**src/rtl/rs_pkg.sv**
```systemverilog
package rs_pkg;
  // Positions in the source enable vector.
  localparam int SRC_N       = 6;
  localparam int SRC_SYNC    = 0;
  localparam int SRC_SINLVL  = 1;
  localparam int SRC_SINEDGE = 2;
  localparam int SRC_SW      = 3;
  localparam int SRC_LVDS    = 4;
  localparam int SRC_BKP     = 5;

  // Positions in the asynchronous line vector.
  localparam int LINE_N    = 4;
  localparam int LINE_SYNC = 0;
  localparam int LINE_SIN  = 1;
  localparam int LINE_LVDS = 2;
  localparam int LINE_BKP  = 3;

  // Number of level-type sources.
  localparam int LVL_N = 4;

  typedef struct packed {
    logic latch_start; // start from a source that holds the run until sw_stop
    logic level_start; // rising edge on an enabled level source
    logic level_hold;  // some enabled level source is currently high
  } start_req_t;
endpackage

```
**src/rtl/rs_sync_edge.sv**
```systemverilog
module rs_sync_edge #(
  parameter int N      = 4,
  parameter int STAGES = 2
) (
  input  logic         clk,
  input  logic         rst_n,
  input  logic [N-1:0] line_i,
  output logic [N-1:0] lvl_o,
  output logic [N-1:0] rise_o
);
  localparam int TOP = STAGES - 1;

  for (genvar i = 0; i < N; i++) begin : g_line
    logic [STAGES-1:0] sh;
    logic              prev;

    always_ff @(posedge clk or negedge rst_n) begin
      if (!rst_n) begin
        sh   <= '0;
        prev <= 1'b0;
      end else begin
        sh   <= {sh[STAGES-2:0], line_i[i]};
        prev <= sh[TOP];
      end
    end

    assign lvl_o[i]  = sh[TOP];
    assign rise_o[i] = sh[TOP] & ~prev;
  end
endmodule

```
**src/rtl/rs_src_decode.sv**
```systemverilog
module rs_src_decode
  import rs_pkg::*;
(
  input  logic [SRC_N-1:0]  src_en,
  input  logic [LINE_N-1:0] lvl,
  input  logic [LINE_N-1:0] rise,
  input  logic              sw_start,
  output start_req_t        req
);
  logic [LVL_N-1:0] lvl_en;
  logic [LVL_N-1:0] lvl_now;
  logic [LVL_N-1:0] lvl_rise;

  always_comb begin
    lvl_en   = {src_en[SRC_BKP], src_en[SRC_LVDS], src_en[SRC_SINLVL], src_en[SRC_SYNC]};
    lvl_now  = {lvl[LINE_BKP], lvl[LINE_LVDS], lvl[LINE_SIN], lvl[LINE_SYNC]};
    lvl_rise = {rise[LINE_BKP], rise[LINE_LVDS], rise[LINE_SIN], rise[LINE_SYNC]};

    req.level_start = |(lvl_en & lvl_rise);
    req.level_hold  = |(lvl_en & lvl_now);
    req.latch_start = (src_en[SRC_SINEDGE] & rise[LINE_SIN]) |
                      (src_en[SRC_SW] & sw_start);
  end
endmodule

```
**src/rtl/rs_run_fsm.sv**
```systemverilog
module rs_run_fsm
  import rs_pkg::*;
(
  input  logic       clk,
  input  logic       rst_n,
  input  start_req_t req,
  input  logic       sw_stop,
  input  logic       sw_arm,
  input  logic       auto_disarm,
  output logic       run_q,
  output logic       armed_q
);
  logic latch_q;
  logic start_evt, end_evt, run_d, latch_d, armed_d;

  always_comb begin
    start_evt = ~run_q & armed_q & ~sw_stop & (req.latch_start | req.level_start);
    end_evt   = run_q & (sw_stop | (~latch_q & ~req.level_hold & ~req.latch_start));

    if (start_evt)      run_d = 1'b1;
    else if (end_evt)   run_d = 1'b0;
    else                run_d = run_q;

    latch_d = run_d & (latch_q | req.latch_start);

    if (sw_arm)                      armed_d = 1'b1;
    else if (end_evt && auto_disarm) armed_d = 1'b0;
    else                             armed_d = armed_q;
  end

  always_ff @(posedge clk or negedge rst_n) begin
    if (!rst_n) begin
      run_q   <= 1'b0;
      latch_q <= 1'b0;
      armed_q <= 1'b0;
    end else begin
      run_q   <= run_d;
      latch_q <= latch_d;
      armed_q <= armed_d;
    end
  end
endmodule

```
**src/rtl/rs_start_delay.sv**
```systemverilog
module rs_start_delay #(
  parameter int DLY_W = 16
) (
  input  logic             clk,
  input  logic             rst_n,
  input  logic             run_i,
  input  logic [DLY_W-1:0] delay_i,
  output logic             run_o
);
  logic [DLY_W-1:0] cnt;
  logic             reached;

  assign reached = (cnt >= delay_i);
  assign run_o   = run_i & reached;

  always_ff @(posedge clk or negedge rst_n) begin
    if (!rst_n)                cnt <= '0;
    else if (!run_i)           cnt <= '0;
    else if (!reached)         cnt <= cnt + 1'b1;
  end
endmodule

```
**src/rtl/run_sequencer.sv**
```systemverilog
module run_sequencer
  import rs_pkg::*;
#(
  parameter int DLY_W       = 16,
  parameter int SYNC_STAGES = 2
) (
  input  logic             clk,
  input  logic             rst_n,
  input  logic [5:0]       src_en,
  input  logic             sync_in,
  input  logic             sin_in,
  input  logic             lvds_in,
  input  logic             bkp_in,
  input  logic             sw_start,
  input  logic             sw_stop,
  input  logic             sw_arm,
  input  logic             auto_disarm,
  input  logic [DLY_W-1:0] run_delay,
  output logic             run_out,
  output logic             run_prop,
  output logic             armed
);
  logic [LINE_N-1:0] lines, lvl, rise;
  start_req_t        req;
  logic              run_q, armed_q;

  always_comb begin
    lines            = '0;
    lines[LINE_SYNC] = sync_in;
    lines[LINE_SIN]  = sin_in;
    lines[LINE_LVDS] = lvds_in;
    lines[LINE_BKP]  = bkp_in;
  end

  rs_sync_edge #(.N(LINE_N), .STAGES(SYNC_STAGES)) u_sync (
    .clk(clk), .rst_n(rst_n), .line_i(lines), .lvl_o(lvl), .rise_o(rise)
  );

  rs_src_decode u_dec (
    .src_en(src_en), .lvl(lvl), .rise(rise), .sw_start(sw_start), .req(req)
  );

  rs_run_fsm u_fsm (
    .clk(clk), .rst_n(rst_n), .req(req), .sw_stop(sw_stop), .sw_arm(sw_arm),
    .auto_disarm(auto_disarm), .run_q(run_q), .armed_q(armed_q)
  );

  rs_start_delay #(.DLY_W(DLY_W)) u_dly (
    .clk(clk), .rst_n(rst_n), .run_i(run_q), .delay_i(run_delay), .run_o(run_out)
  );

  assign run_prop = run_q;
  assign armed    = armed_q;
endmodule

```
**config.mk**
```make
export PLATFORM = sky130hd
export DESIGN_NAME = run_sequencer
export DESIGN_NICKNAME = d
export VERILOG_FILES = /design/src/rtl/rs_pkg.sv /design/src/rtl/rs_sync_edge.sv /design/src/rtl/rs_src_decode.sv /design/src/rtl/rs_run_fsm.sv /design/src/rtl/rs_start_delay.sv /design/src/rtl/run_sequencer.sv
export SDC_FILE = /design/constraint.sdc
export NUM_CORES = 1
export LEC_CHECK = 0
export CAP_MARGIN = 15
export CORE_ASPECT_RATIO = 1.5
export CORE_UTILIZATION = 51
export CTS_CLUSTER_DIAMETER = 30
export DETAILED_ROUTE_END_ITERATION = 8
export PLACE_DENSITY = 0.79
export SLEW_MARGIN = 5
export SYNTH_ARGS = -nofsm -noshare
export SYNTH_HDL_FRONTEND = slang
export SYNTH_SLANG_ARGS = --single-unit
```
**constraint.sdc**
```tcl
create_clock -name clk -period 2.8 [get_ports clk]
set_input_delay 0.28 -clock clk [delete_from_list [all_inputs] [get_ports clk]]
set_output_delay 0.28 -clock clk [all_outputs]
set_load 0.02 [all_outputs]
```
==> reports/summary.txt, run 1 <==
Reg2Reg Setup Slack - 0.35 ns
first-pass GRT wire length - 6.76 mm
max-cap viol count - 0
gr ovfl total - 0
final hold vios - 0
Synth Flop Type - dfrtp_1
initial core utilization - 54.9%
net switching power - 256 uW
H-tree levels - 2
status - completed
I/O Buffers - 34
TritonCTS Buffers - 5
1st-pass router iterations - 4
leak pwr - 1.06 nW
Seq/Total Area, Yosys - 43.8%
worst hold path type - reg2reg
Worst setup SP type - primary input
share of layout cells above drive strength 1 - 8.93%
DR DRC count - 0
syn_nets - 231
Max VDD drop - 0.000635 V
mapped cell area - 0.00177 mm2
Crit path arrival time - 2.65 ns
Clock Path Buffers - 2
area delta synth->final - 29.4%
CTS Hold Bufs - 0
CTS sink count - 31
gpl congestion - 0.776
Setup Viol. Count Final - 0
std cell rows - 25
die area - 0.00371 mm2
Slew Limit Headroom - 61.8%
commonest non-fill, non-tap cell in the layout - clkdlybuf4s50_1
Cell Count, Final, Fillers Out - 264
sequential share of power - 45.0%
dpl cells - 256
yosys warns - 0
Post-synth EDFFs - 0
setup ws final - 0.291 ns
Cell Chain, Critical Path - clkdlybuf4s50_1 > inv_1 > ha_1 > a211oi_2 > o21ai_1 > a21oi_2 > buf_4 > o2111ai_1 > o41ai_1 > a21oi_1
largest cells by area after synthesis - dfrtp_1 44%, ha_1 12%, inv_1 4.5%
Power Internal - 834 uW
Async S/R FF share, synth - 100%
Worst path top cell family by delay - compound AO/OA/AOI/OAI gates
Die Width - 50.1 um
number of global-route vias before repair - 1,607
DR vias - 1,526
Clock Latency Late Sink - 0.28 ns
initial antenna violation count - 0
Final min period - 2.51 ns
detail-routed via count per cell - 5.78
final max-slew violation count - 0
antenna-violating nets left - 0
total I/O pin count - 35
power per cell area - 476 mW/mm2
final antenna diode count - 0
area fraction of the dominant cell type after synthesis - 43.8%
# nets final - 272
Peak Freq - 0.399 GHz
RSZ-0062 raised after global routing - no
final WL - 4.06 mm
Synth Register Bits - 31
crit-path max FO - 7
CORE AREA - 0.00322 mm2
CTS tree - yes
worst slack, placed - 0.0197 ns
Die H - 74.1 um
hpwl dp - 3.11 mm
Gate Count Post-Synth - 182
Root Buffer - clkbuf_8
distinct cell type count after synthesis - 40
largest net degree at the start of global routing - 32
DR iter-0 viols - 50
clock-pin transition on the worst setup and hold timing paths - 0.07 ns
Required @ worst endpoint - 2.94 ns
gr usage total - 24.4%
setup bufs post-CTS - 0
Tcrit/Tclk final - 89.6%
switching share of power - 23.5%
crit path capture type - register
Total Power - 1.09 mW
Setup TNS Final - 0 ns
critical path buffer and inverter count - 3
crit-path max cell delay - 0.47 ns
commonest cells after routing, fill and taps aside - 33 x clkdlybuf4s50_1, 31 x dfrtp_1, 21 x inv_1
worst setup skew after layout - 0.0105 ns
Worst-Margin Slew - 0.572 ns
critical path class - in2reg
routed len/inst - 15.4 um
average cell area after synthesis - 9.72 um2
slowest CP cell - clkdlybuf4s50_1
top cell type by total area after synthesis - dfrtp_1
Clk network pwr share - 41.5%
final hold slack - 0.358 ns
Logic pwr share - 13.5%
==> kinds of logic (layout without fill, tap and decap cells) <==
kind of cell,Yosys count,count (layout),share of synthesized area [%]
buffers and inverters,26,68,6.01
DFF,31,31,43.8
and+or+nand+nor,58,58,17.4
xor gates and xnor gates,2,2,0.990
adders and majority gates,17,17,12.0
AOI/OAI and AO/OA,48,48,19.7
==> state kept, by name, indices dropped and copies added, names as in the netlist <==
name                count
u_dly.cnt              16
u_sync.g_line.sh        8
u_sync.g_line.prev      4
u_fsm.armed_q           1
u_fsm.latch_q           1
u_fsm.run_q             1
==> stage by stage <==
step                area (um2)  util (%)
CTS                       2290      71.0
detailed placement        2170      67.3
global route              2290      71.1
finish                    2290      71.1
global placement          2170      67.3
floorplan                 1770         -
==> path summary, 6_finish.rpt <==
check                                            startpoint                          endpoint  cells after the start
min in group asynchronous                             rst_n  u_sync.g_line[2].sh[0]$_DFF_PN0_                      2
min reg2reg                u_sync.g_line[1].sh[0]$_DFF_PN0_  u_sync.g_line[1].sh[1]$_DFF_PN0_                      0
max                                            run_delay[2]         u_dly.cnt[14]$_DFFE_PN0P_                     10
max in group asynchronous                             rst_n          u_dly.cnt[1]$_DFFE_PN0P_                      2
min                        u_sync.g_line[1].sh[0]$_DFF_PN0_  u_sync.g_line[1].sh[1]$_DFF_PN0_                      0
max reg2reg                        u_dly.cnt[5]$_DFFE_PN0P_         u_dly.cnt[14]$_DFFE_PN0P_                      8
==> final cells by class <==
class	count	area (um2)
clock buffers	6	82.6
clock inverters	2	35.0
fillers	250	932
inverters	21	78.8
multi-input cells	125	887
flip-flops and latches	31	776
well taps	40	50.0
repair buffers	39	380
==> Yosys cell counts, types with 3 or more instances <==
cell type / n
dfrtp_1: 31
inv_1: 21
ha_1: 17
nand2_1: 12
a21oi_1: 10
nand3_1: 10
nor2_1: 10
o21ai_0: 7
o21a_1: 6
and3_1: 5
or4_1: 4
clkbuf_1: 3
nor3_1: 3
o31ai_1: 3
o41ai_1: 3
or3_1: 3
or4b_1: 3
==> metal layers <==
layer	vias to the layer above	global-route usage, %	wire (um)
li1	742	-	-
met1	727	23.6	1470
met2	48	49.5	2330
met3	9	5.73	209
met4	0	6.98	47
met5	-	0	0
==> power groups by stage <==
stage,logic (mW),clock network [mW],registers [mW]
finish,0.147,0.452,0.491
global placement,0.139,0,0.497
global route,0.163,0.477,0.494
detailed placement,0.146,0,0.499
CTS,0.148,0.458,0.491
floorplan,0.0698,0,0.493
==> timing repair <==
item | 4_1_cts | 5_1_grt
setup endpoints to repair | 0 | 1
endpoints found under the hold margin | 0 | 0
gates resized for setup | 0 | 1
No activity file was read; power rests on OpenSTA's default activity.
==> run 2, diff against run 1 <==
==> constraint.sdc (replaced) <==
create_clock -name clk -period 2.8 [get_ports clk]
set_input_delay 0.56 -clock clk [delete_from_list [all_inputs] [get_ports clk]]
set_output_delay 0.56 -clock clk [all_outputs]
set_load 0.02 [all_outputs]
==> run 2 against run 1 <==
Compared with the run above:
- sequential power barely moved
- utilization rose by 3.6 points
- combinational power rose by 4%
- design area rose by 5.1%
- largest cell class unchanged
==> reports/summary.txt, run 2 (synthesis gave the netlist of run 1 again) <==
initial core utilization - 54.9% (unchanged)
gr ovfl total - 0 (unchanged)
antenna-violating nets left - 0 (unchanged)
total I/O pin count - 35 (unchanged)
CTS tree - yes
I/O Buffers - 34 (unchanged)
Total Power - 1.03 mW (-5.2%)
Largest register FFs - 16 (unchanged)
share of layout cells above drive strength 1 - 18.1% (+9.2 points)
reg2reg start - u_dly.cnt[13]$_DFFE_PN0P_
Die H - 74.1 um (unchanged)
CTS Hold Bufs - 0 (unchanged)
1st-pass router iterations - 5 (+1)
Worst-Margin Slew - 0.569 ns (-0.00357 ns)
H-tree levels - 2 (unchanged)
worst setup skew after layout - 0.00513 ns (-0.00540 ns)
final hold slack - 0.350 ns (-0.00738 ns)
Critical Path Source - run_delay[5]
Setup Viol. Count Final - 0 (unchanged)
gr usage total - 25.0% (+0.63 points)
Worst setup SP type - primary input
worst hold start - u_sync.g_line[1].sh[0]$_DFF_PN0_
commonest cells after routing, fill and taps aside - 31 x dfrtp_1, 29 x clkdlybuf4s50_1, 17 x inv_1
status - completed
final hold vios - 0 (unchanged)
leak pwr - 1.06 nW (+0.13%)
DR iter-0 viols - 41 (-18%)
Clock Latency Late Sink - 0.28 ns (about the same)
initial antenna violation count - 0 (unchanged)
first-pass GRT wire length - 6.91 mm (+2.1%)
Tcrit/Tclk final - 98.0% (+8.4 points)
DP Area - 0.00218 mm2 (+0.35%)
Peak Freq - 0.364 GHz (-8.6%)
Crit path arrival time - 2.18 ns (-0.47 ns)
detail-routed via count per cell - 5.93 (+2.6%)
hpwl dp - 2.99 mm (-3.6%)
crit path capture type - output port
DR vias - 1,578 (+3.4%)
std cell rows - 25 (unchanged)
Top Registers - u_dly.cnt x16, u_sync.g_line.sh x8, u_sync.g_line.prev x4
die area - 0.00371 mm2 (unchanged)
final instance area - 0.00241 mm2 (+5.1%)
largest net degree at the start of global routing - 32 (unchanged)
power per cell area - 429 mW/mm2 (-9.8%)
final antenna diode count - 0 (unchanged)
TritonCTS Buffers - 5 (unchanged)
# nets final - 274 (+0.74%)
CTS sink count - 31 (unchanged)
Slew Limit Headroom - 62.0% (+0.24 points)
max-cap viol count - 0 (unchanged)
crit-path max FO - 3 (-4)
Clock Path Buffers - 2 (unchanged)
critical path class - in2out
Die Width - 50.1 um (unchanged)
Biggest register - u_dly.cnt
Max VDD drop - 0.000504 V (-21%)
Final min period - 2.74 ns (+0.235 ns)
area delta synth->final - 36.0%
Required @ worst endpoint - 2.24 ns (-0.70 ns)
worst hold path type - reg2reg
post-layout util - 74.7% (+3.6 points)
final max-slew violation count - 0 (unchanged)
number of global-route vias before repair - 1,705 (+6.1%)
CORE AREA - 0.00322 mm2 (unchanged)
final WL - 4.17 mm (+2.7%)
Root Buffer - clkbuf_8
commonest non-fill, non-tap cell in the layout - dfrtp_1
clock-pin transition on the worst setup and hold timing paths - 0.06 ns (about the same)
routed len/inst - 15.7 um (+1.9%)
gpl congestion - 0.785 (+1.1%)
DR DRC count - 0 (unchanged)
## run 2: per-stage QoR
step                setup TNS [ns]  setup WS (ns)  instances
floorplan                        0          0.240        182
global placement             -1.27         -0.464        257
detailed placement           -2.33         -0.523        257
CTS                              0        0.00299        265
global route             -0.000388      -0.000388        266
finish                           0         0.0563        266
## run 2: repair_timing
item	in CTS	in global routing
pin swaps	12	9
gates resized for setup	18	12
setup endpoints to repair	1	2
setup buffers	0	1
## run 2: worst paths after layout
| path | cells after the start | endpoint | slack (ns) |
|---|---|---|---|
| setup / recovery | 9 | run_out | 0.06 |
| hold / removal | 0 | u_sync.g_line[1].sh[1]$_DFF_PN0_ | 0.35 |
| setup reg to reg | 9 | u_dly.cnt[12]$_DFFE_PN0P_ | 0.42 |
| hold reg to reg | 0 | u_sync.g_line[1].sh[1]$_DFF_PN0_ | 0.35 |
| max in group asynchronous | 2 | u_sync.g_line[0].sh[1]$_DFF_PN0_ | 1.86 |
| min in group asynchronous | 2 | u_dly.cnt[13]$_DFFE_PN0P_ | 0.66 |
## run 2: critical path, stage by stage
cell             delay (ns)
clkdlybuf4s50_1        0.45
inv_1                  0.06
ha_4                   0.25
a211oi_2               0.19
o21ai_1                0.09
a21oi_2                0.17
o21ai_2                0.11
and2_4                 0.18
buf_6                  0.12
## run 2: report_power, final
group	total [mW]	switching (mW)	internal, mW
clock network	0.387	0.164	0.223
logic	0.153	0.0719	0.0816
registers	0.492	0.0238	0.468
total	1.03	0.260	0.773
## run 2: layout make-up
class,count,area [um2]
fill,226,816
inverter,21,78.8
clock buffer,7,96.3
multi-input combinational,125,997
clock inverter,1,7.51
timing repair buffer,41,400
tap,40,50.0
sequential,31,776
## run 2: routing by layer
layer  GRT usage [%]  wire length (um)
met5               0                 0
met1            23.1              1470
met4            12.4               107
met2            49.3              2390
met3            6.13               196
